File: config.mk
export PLATFORM = sky130hd
export DESIGN_NAME = aemc_top
export DESIGN_NICKNAME = d
export VERILOG_FILES = /design/src/rtl/aemc_pkg.sv /design/src/rtl/aemc_phase_timer.sv /design/src/rtl/aemc_wait_ext.sv /design/src/rtl/aemc_top.sv
export SDC_FILE = /design/constraint.sdc
export NUM_CORES = 1
export LEC_CHECK = 0
export CORE_MARGIN = 3
export CORE_UTILIZATION = 48
export DETAILED_ROUTE_END_ITERATION = 12
export PLACE_DENSITY = 0.81
export RECOVER_POWER = 100
export SLEW_MARGIN = 20
export SYNTH_ARGS = -nofsm -noshare
export SYNTH_HDL_FRONTEND = slang
export SYNTH_SLANG_ARGS = --single-unit
File: constraint.sdc
create_clock -name clk -period 3.7 [get_ports clk]
set_input_delay 0.74 -clock clk [delete_from_list [all_inputs] [get_ports clk]]
set_output_delay 0.74 -clock clk [all_outputs]
set_load 0.005 [all_outputs]
File: src/rtl/aemc_pkg.sv
`timescale 1ns/1ps
package aemc_pkg;
  localparam int TW = 6;

  typedef enum logic [2:0] {PH_IDLE, PH_TURN, PH_SETUP, PH_STROBE, PH_HOLD} phase_t;

  // Field value (phase lasts value+1 cycles) for the phase about to start.
  function automatic logic [TW-1:0] phase_len(input logic [31:0] cfg, input phase_t ph,
                                              input logic wr);
    case (ph)
      PH_TURN:   return {4'd0, cfg[3:2]};
      PH_SETUP:  return wr ? {2'd0, cfg[29:26]} : {2'd0, cfg[16:13]};
      PH_STROBE: return wr ? cfg[25:20] : cfg[12:7];
      PH_HOLD:   return wr ? {3'd0, cfg[19:17]} : {3'd0, cfg[6:4]};
      default:   return '0;
    endcase
  endfunction
endpackage

File: src/rtl/aemc_phase_timer.sv
`timescale 1ns/1ps
module aemc_phase_timer #(
  parameter int TW = 6
) (
  input  logic          clk,
  input  logic          rst_n,
  input  logic          load,
  input  logic [TW-1:0] load_val,
  output logic          last
);
  logic [TW-1:0] cnt;

  always_ff @(posedge clk or negedge rst_n) begin
    if (!rst_n)          cnt <= '0;
    else if (load)       cnt <= load_val;
    else if (cnt != '0)  cnt <= cnt - 1'b1;
  end

  assign last = (cnt == '0);
endmodule

File: src/rtl/aemc_wait_ext.sv
`timescale 1ns/1ps
module aemc_wait_ext #(
  parameter int CW = 8
) (
  input  logic          clk,
  input  logic          rst_n,
  input  logic          en,
  input  logic          pol,
  input  logic          wait_in,
  input  logic [CW-1:0] max_cnt,
  input  logic          at_end,
  output logic          stretch,
  output logic          timeout
);
  logic [CW-1:0] cnt;
  logic          act;
  logic          want;

  assign act     = pol ? wait_in : ~wait_in;
  assign want    = at_end && en && act;
  assign stretch = want && (cnt != max_cnt);
  assign timeout = want && (cnt == max_cnt);

  always_ff @(posedge clk or negedge rst_n) begin
    if (!rst_n)       cnt <= '0;
    else if (stretch) cnt <= cnt + 1'b1;
    else              cnt <= '0;
  end

  // extension count never passes the programmed limit
  a_r9_wait_bounded: assert property (@(posedge clk) disable iff (!rst_n)
    cnt <= max_cnt);
endmodule

File: src/rtl/aemc_top.sv
`timescale 1ns/1ps
module aemc_top #(
  parameter int AW  = 16,
  parameter int WCW = 8
) (
  input  logic           clk,
  input  logic           rst_n,
  input  logic [31:0]    cfg_word,
  input  logic [WCW-1:0] wait_max,
  input  logic           wait_pol,
  input  logic           req_valid,
  output logic           req_ready,
  input  logic           req_write,
  input  logic           req_wide,
  input  logic [AW-1:0]  req_addr,
  input  logic [31:0]    req_wdata,
  output logic           rsp_valid,
  output logic [31:0]    rsp_rdata,
  output logic           timeout_flag,
  output logic           bus_ce_n,
  output logic           bus_oe_n,
  output logic           bus_we_n,
  output logic           bus_rnw,
  output logic [AW-1:0]  bus_addr,
  output logic [15:0]    bus_dout,
  output logic           bus_dout_en,
  input  logic [15:0]    bus_din,
  input  logic           bus_wait
);
  import aemc_pkg::*;
  localparam int HW = 16;

  phase_t          ph, ph_nx;
  logic            cur_wr, cur_wide, half, have_last;
  logic [AW-1:0]   cur_addr;
  logic [31:0]     cur_wdata;
  logic [HW-1:0]   rd_lo, rd_hi;
  logic            t_last, stretch, tmo;
  logic            cfg_ss, cfg_ext, unused_size;

  assign cfg_ss      = cfg_word[31];
  assign cfg_ext     = cfg_word[30];
  assign unused_size = ^cfg_word[1:0];

  // Named internal events
  logic active, strobe_last, phase_done, final_half, access_done;
  logic accept, dir_change, nx_wr, t_load;
  logic [TW-1:0] t_val;

  assign active      = ph inside {PH_SETUP, PH_STROBE, PH_HOLD};
  assign strobe_last = (ph == PH_STROBE) && t_last;
  assign phase_done  = t_last && !stretch;
  assign final_half  = !cur_wide || half;
  assign access_done = (ph == PH_HOLD) && phase_done && final_half;
  assign req_ready   = (ph == PH_IDLE) || access_done;
  assign accept      = req_valid && req_ready;
  assign dir_change  = have_last && (req_write != cur_wr);
  assign nx_wr       = accept ? req_write : cur_wr;

  always_comb begin
    ph_nx = ph;
    case (ph)
      PH_IDLE:   if (accept) ph_nx = dir_change ? PH_TURN : PH_SETUP;
      PH_TURN:   if (t_last) ph_nx = PH_SETUP;
      PH_SETUP:  if (t_last) ph_nx = PH_STROBE;
      PH_STROBE: if (phase_done) ph_nx = PH_HOLD;
      PH_HOLD: begin
        if (phase_done) begin
          if (!final_half)  ph_nx = PH_SETUP;
          else if (accept)  ph_nx = dir_change ? PH_TURN : PH_SETUP;
          else              ph_nx = PH_IDLE;
        end
      end
      default: ph_nx = PH_IDLE;
    endcase
  end

  assign t_load = (ph_nx != ph);
  assign t_val  = phase_len(cfg_word, ph_nx, nx_wr);

  aemc_phase_timer #(.TW(TW)) u_timer (
    .clk(clk), .rst_n(rst_n), .load(t_load), .load_val(t_val), .last(t_last)
  );

  aemc_wait_ext #(.CW(WCW)) u_wait (
    .clk(clk), .rst_n(rst_n), .en(cfg_ext), .pol(wait_pol), .wait_in(bus_wait),
    .max_cnt(wait_max), .at_end(strobe_last), .stretch(stretch), .timeout(tmo)
  );

  always_ff @(posedge clk or negedge rst_n) begin
    if (!rst_n) begin
      ph           <= PH_IDLE;
      cur_wr       <= 1'b0;
      cur_wide     <= 1'b0;
      half         <= 1'b0;
      have_last    <= 1'b0;
      cur_addr     <= '0;
      cur_wdata    <= '0;
      rd_lo        <= '0;
      rd_hi        <= '0;
      rsp_valid    <= 1'b0;
      rsp_rdata    <= '0;
      timeout_flag <= 1'b0;
    end else begin
      ph        <= ph_nx;
      rsp_valid <= access_done && !cur_wr;
      if (access_done)
        rsp_rdata <= cur_wide ? {rd_hi, rd_lo} : {{HW{1'b0}}, rd_lo};
      if (tmo) timeout_flag <= 1'b1;
      if (strobe_last && phase_done && !cur_wr) begin
        if (half) rd_hi <= bus_din;
        else      rd_lo <= bus_din;
      end
      if (accept) begin
        cur_wr    <= req_write;
        cur_wide  <= req_wide;
        cur_addr  <= req_addr;
        cur_wdata <= req_wdata;
        half      <= 1'b0;
        have_last <= 1'b1;
      end else if ((ph == PH_HOLD) && phase_done && !final_half) begin
        half <= 1'b1;
      end
    end
  end

  assign bus_ce_n    = cfg_ss ? (ph != PH_STROBE) : !active;
  assign bus_oe_n    = !((ph == PH_STROBE) && !cur_wr);
  assign bus_we_n    = !((ph == PH_STROBE) && cur_wr);
  assign bus_rnw     = !(active && cur_wr);
  assign bus_addr    = cur_addr + AW'(half);
  assign bus_dout    = half ? cur_wdata[31:16] : cur_wdata[15:0];
  assign bus_dout_en = active && cur_wr;

  // output enable only while reading with the chip selected
  a_r3_oe_read_only: assert property (@(posedge clk) disable iff (!rst_n)
    !bus_oe_n |-> (bus_rnw && bus_we_n && !bus_ce_n));
  // write enable only while driving write data
  a_r5_we_write_only: assert property (@(posedge clk) disable iff (!rst_n)
    !bus_we_n |-> (!bus_rnw && bus_dout_en && bus_oe_n));
  // response is a single-cycle pulse
  a_r3_rsp_pulse: assert property (@(posedge clk) disable iff (!rst_n)
    rsp_valid |=> !rsp_valid);
  // timeout indication is sticky
  a_r9_flag_sticky: assert property (@(posedge clk) disable iff (!rst_n)
    timeout_flag |=> timeout_flag);
  // a pending same-direction request keeps the chip selected
  a_r6_ce_held: assert property (@(posedge clk) disable iff (!rst_n)
    (access_done && req_valid && (req_write == cur_wr) && !cfg_ss) |=> !bus_ce_n);
  // second half only exists for wide accesses
  a_r4_half_wide: assert property (@(posedge clk) disable iff (!rst_n)
    (half && active) |-> cur_wide);
endmodule

# Word-level counts from Yosys, hierarchy flattened
# Cells that the tools add are included.
# classes
addsub,3
multipliers,0
n_div,0
order_cmp,0
n_eq_ne,13
shifts,0
mux,23
bitwise,2
n_reduce_logical,35
# op_table
op,count
two-way mux 32 bit,1
one-hot mux 6 bit (4 select lines),1
two-way mux 3 bit,6
two-way mux 6 bit,3
logical AND 1 bit,17
adder 16 x 1 -> 16 bit,1
two-way mux 16 bit,1
one-hot mux 3 bit (5 select lines),1
"equality test 3 x 2 -> 1 bit, second input constant",4
"adder 8 x 1 -> 8 bit, second input constant",1
equality test 8 bit,1
zero test 1 bit,8
two-way mux 8 bit,1
inequality test 8 bit,1
"equality test 3 x 1 -> 1 bit, second input constant",2
"equality test 3 bit, second input constant",2
zero test 6 bit,1
two-way mux 2 bit,3
nonzero test 6 bit,1
"subtractor 6 x 1 -> 6 bit, second input constant",1
two-way mux 1 bit,5
two-way mux 4 bit,1
AND reduction 2 bit,2
nonzero test 2 bit,2
other kinds (7),9
# totals
ff_bits,135
latch_bits,0
mem_bits_rw,0
mem_bits_ro,0
wordCells,90
mem_count,0

# Longest topological paths before layout
# depth
ltp_word,18
depth_mapped,11
depth_no_buf,10

# Hierarchy
# A second synthesis with hierarchy kept.
# hier_totals
cells_unflattened,532
hier_area_um2,6483.7
# modules_own_cells
mod,instances,cells_per_inst,area_per_inst_um2
aemc_top,1,443,5616.6
aemc_wait_ext,1,49,466.7
aemc_phase_timer,1,40,400.4

# Least setup slack after synthesis
# OpenSTA, ideal clock, no wires.
# synth_timing
path_kind,reg2reg
from,register u_timer.cnt[0]
to,register rd_lo[10]
setup_ns,0.125
arrival_time_ns,2.481
required_ns,3.575
path_slack_ns,1.094
path_stages_with_launch,8
period_less_slack_ns,2.606
cell_sequence,dfrtp_1 inv_1 ha_1 nor4b_2 nand2_1 nor4_2 buf_4 mux2_2
# synth_via
elab_chain_len,10
# synth_rtl
item,line_no,rtl
from (decl),aemc_phase_timer.sv:11,logic [TW-1:0] cnt;
from (signal assigned),aemc_phase_timer.sv:15,else if (load) cnt <= load_val;
from (signal assigned),aemc_phase_timer.sv:16,else if (cnt != '0) cnt <= cnt - 1'b1;
zero test 6 bit (*),aemc_phase_timer.sv:19,assign last = (cnt == '0);
logical AND 1 bit,aemc_top.sv:51,assign strobe_last = (ph == PH_STROBE) && t_last;
logical AND 1 bit (2 in series),aemc_wait_ext.sv:20,assign want = at_end && en && act;
logical AND 1 bit,aemc_wait_ext.sv:21,assign stretch = want && (cnt != max_cnt);
zero test 1 bit,aemc_top.sv:52,assign phase_done = t_last && !stretch;
logical AND 1 bit,aemc_top.sv:52,
logical AND 1 bit (*) (2 in series),aemc_top.sv:110,if (strobe_last && phase_done && !cur_wr) begin
AND reduction 2 bit (no source line) (*),-,
to (signal assigned),aemc_top.sv:112,else rd_lo <= bus_din;
to (decl),aemc_top.sv:37,"logic [HW-1:0] rd_lo, rd_hi;"
# Every way passes the cells marked *; elsewhere a longest branch is shown, timed or not.
# A chain may end at the register's enable or synchronous reset.

# Worst setup path after layout
# layout_timing
from,register u_timer.cnt[1]
to,output req_ready
# layout_via
elab_chain_len,10
# layout_rtl
item,line_no,rtl
zero test 6 bit (*),aemc_phase_timer.sv:19,
logical AND 1 bit,aemc_top.sv:51,
logical AND 1 bit (2 in series),aemc_wait_ext.sv:20,
logical AND 1 bit,aemc_wait_ext.sv:21,
zero test 1 bit,aemc_top.sv:52,
logical AND 1 bit (*),aemc_top.sv:52,
logical AND 1 bit (*) (2 in series),aemc_top.sv:54,assign access_done = (ph == PH_HOLD) && phase_done && final_half;
logical OR 1 bit (*),aemc_top.sv:55,assign req_ready = (ph == PH_IDLE) || access_done;
to (decl),aemc_top.sv:12,"output logic req_ready,"
# Marked as above.

==> results.json <==
{
  "grt_use_total": 0.217,
  "r2r_slack_ns": 0.33,
  "hpwl_mm": 11.2,
  "period_share": 0.958,
  "pin_count": 183,
  "postCtsSetupBuffers": 0,
  "syn-instance-count": 529,
  "clk_pin_slew_ns": 0.06,
  "grt_pass1_vias": 5015,
  "overflow": 0,
  "tightestPinTransition_ns": 2.71,
  "critPathCaptureType": "primary output",
  "synth_area_um2": 6390,
  "slowest_delay_ns": 0.60,
  "synth_seq_cells": 135,
  "cap_violations": 1,
  "h-tree-depth": 4,
  "layout.nets": 830,
  "power.density_nw_per_um2": 699,
  "fmax_ghz": 0.282,
  "final_cell_mix": "dfrtp_1, mux2_2, clkdlybuf4s50_1",
  "final_area_um2": 8920,
  "yosys_warnings": 0,
  "cts_num_sinks": 135,
  "clock-root-buffer": "clkbuf_16",
  "power_frac_seq": 0.369,
  "drv_slew": 124,
  "relSlewSlack": -0.810,
  "setup_tns_ns": 0,
  "cp.required_ns": 2.96,
  "drive_above_1_share": 0.213,
  "clock_insertion_delay_worst_skew_ns": 0.41,
  "area_delta_synth_final_pct": 39.6,
  "sw_frac_of_total": 0.306,
  "synth_nets": 644,
  "yosys.cell_types.count": 55,
  "power.internal_uw": 4330,
  "synth_edf_count": 0,
  "drt-initial-drc-count": 336,
  "finalSetupViolCount": 0,
  "die_y_um": 121,
  "gp_congestion": 0.845,
  "hold_buffers": 0,
  "vias_per_cell": 5.38,
  "async_reset_ff_frac": 1.00,
  "cp_slowest_cell": "dlygate4sd3_1",
  "fin_skew_ns": 0.00891,
  "cts_inserted_buffers": 17,
  "finalHoldViolCount": 0,
  "firstDrtPassIters": 5,
  "crit_fanout": 6,
  "postSynthAreaPerCell_um2": 12.1,
  "cts.path.max_buffers": 2,
  "final_core_util": 0.696,
  "clock_power_share": 0.271,
  "coreArea_um2": 12800,
  "status": "finished with violations",
  "drt-total-wl_mm": 15.6,
  "crit_path_cell_trace": "inv_1, ha_1, or4b_4, o31a_1, nor3_1, dlygate4sd3_1",
  "power_uw": 6240,
  "dieArea_um2": 14700,
  "grt_pass1_wl_mm": 25.3,
  "ant_nets": 0,
  "place_area_um2": 8410,
  "worst-setup-path-type": "reg2out",
  "grt_max_degree": 124,
  "antenna_found_initial": 0,
  "route.detailed.drc": 0,
  "floorplan.rows": 41,
  "start_kind": "flip-flop",
  "layout_commonest_cell": "dfrtp_1",
  "ir_drop_mv": 0.420,
  "portBuffers": 180,
  "crit_arrival_ns": 2.80,
  "hp-class": "reg2reg",
  "rsz0062_at_grt": "false",
  "ys.flop_type": "dfrtp_1",
  "initial_utilization": 0.498,
  "yosysSeqAreaShare": 0.529,
  "hold_depth": 2,
  "postCtsResizedCells": 0,
  "die-width_um": 121,
  "power_leakage_uw": 0.00391,
  "antenna_cells": 0,
  "p_sw_uw": 1910,
  "wl_per_cell_um": 17.3,
  "num-fill-cells": 946,
  "p_comb_frac": 0.360,
  "vias": 4834,
  "period_needed_ns": 3.54,
  "worst-r2r-cell-count": 9,
  "cts_tree": "done",
  "violations": "capacitance limit, slew limit"
}
Yosys cell counts (2+ instances only):
cell / count / area (um2)
and2_1: 2 / 12.5
a211oi_1: 2 / 15.0
clkbuf_1: 14 / 52.6
a21boi_0: 2 / 15.0
dfrtp_1: 135 / 3380
buf_1: 5 / 18.8
inv_1: 10 / 37.5
o21a_1: 2 / 15.0
o211ai_1: 2 / 15.0
o211a_1: 2 / 20.0
nand2b_1: 3 / 18.8
o31a_1: 3 / 26.3
nor2b_1: 3 / 18.8
o22ai_1: 5 / 31.3
xor2_1: 10 / 87.6
mux2i_1: 15 / 150
xnor2_1: 23 / 201
o21ai_0: 22 / 110
nor3_1: 8 / 40.0
o2111a_1: 2 / 22.5
nand4_1: 7 / 43.8
mux2_2: 115 / 1290
a21oi_1: 3 / 15.0
nand3_1: 18 / 90.1
a31oi_1: 2 / 12.5
ha_1: 4 / 50.1
a221oi_1: 2 / 17.5
nand2_1: 52 / 195
o32ai_1: 2 / 17.5
and3_1: 4 / 25.0
nor2_1: 21 / 78.8
o31ai_1: 4 / 30.0
buf_2: 3 / 15.0
logic make-up after synthesis:
group                    Yosys count  share of synthesized area
AO/OA/AOI/OAI                     66                     0.0754
XOR/XNOR                          33                     0.0452
adder cells (fa/ha/maj)            4                    0.00783
buffers and inverters             34                     0.0223
flip-flops                       135                      0.529
multiplexers                     130                      0.226
AND/OR/NAND/NOR                  127                     0.0944
layer usage:
| layer | GRT usage | up-vias | routed length (um) |
|---|---|---|---|
| met5 | 0 | - | 0 |
| met4 | 0.0658 | 0 | 182 |
| met3 | 0.0592 | 18 | 983 |
| met2 | 0.368 | 173 | 8020 |
| met1 | 0.270 | 2381 | 6390 |
| li1 | - | 2262 | - |
through the flow:
step                cells  hold slack [ns]  setup slack (ns)
floorplan             529            0.444              1.09
global placement      868            0.451             0.574
detailed placement    868            0.469             0.520
CTS                   899            0.482            0.0715
global route          899            0.497            0.0639
finish                899            0.471             0.157
final timing paths:
| check | from | end |
|---|---|---|
| worst max-delay path | u_timer.cnt[1] | req_ready |
| worst min-delay path | rsp_rdata[31] | rsp_rdata[31] |
| worst max register to register | u_timer.cnt[1] | rd_hi[11] |
| worst min register to register | rsp_rdata[31] | rsp_rdata[31] |
| max in group asynchronous | rst_n | cur_wdata[8] |
| min in group asynchronous | rst_n | cur_addr[11] |
state kept, by name (all words and copies together), names as in the netlist, 3 cells and up:
register / cells
cur_addr: 16
cur_wdata: 32
ph: 3
rd_hi: 16
rd_lo: 16
rsp_rdata: 32
u_timer.cnt: 6
u_wait.cnt: 8
worst max-delay path: cells and delay by family (launching register included):
family | cells | cell delay (ns)
AO/OA/AOI/OAI | 1 | 0.36
buffers and inverters | 2 | 0.67
flip-flops | 1 | 0.41
adder cells (fa/ha/maj) | 1 | 0.22
AND/OR/NAND/NOR | 2 | 0.74
cell type report:
cell class / count / area [um2] / share of cell area
Clock buffer: 21 / 450 / 0.0505
Inverter: 10 / 37.5 / 0.00421
Tap cell: 172 / 215 / 0.0241
Clock inverter: 10 / 145 / 0.0163
Sequential cell: 135 / 3380 / 0.379
Timing Repair Buffer: 191 / 1850 / 0.207
Multi-Input combinational cell: 360 / 2840 / 0.319
power by group through the flow:
stage | registers, uW | logic [uW] | clock network (uW)
3_5_place_dp | 2320 | 2400 | 0
5_1_grt | 2370 | 2450 | 1800
2_1_floorplan | 2190 | 1490 | 0
3_3_place_gp | 2280 | 2340 | 0
4_1_cts | 2300 | 2420 | 1720
6_report | 2300 | 2250 | 1690
No activity file was read; power rests on OpenSTA's default activity.
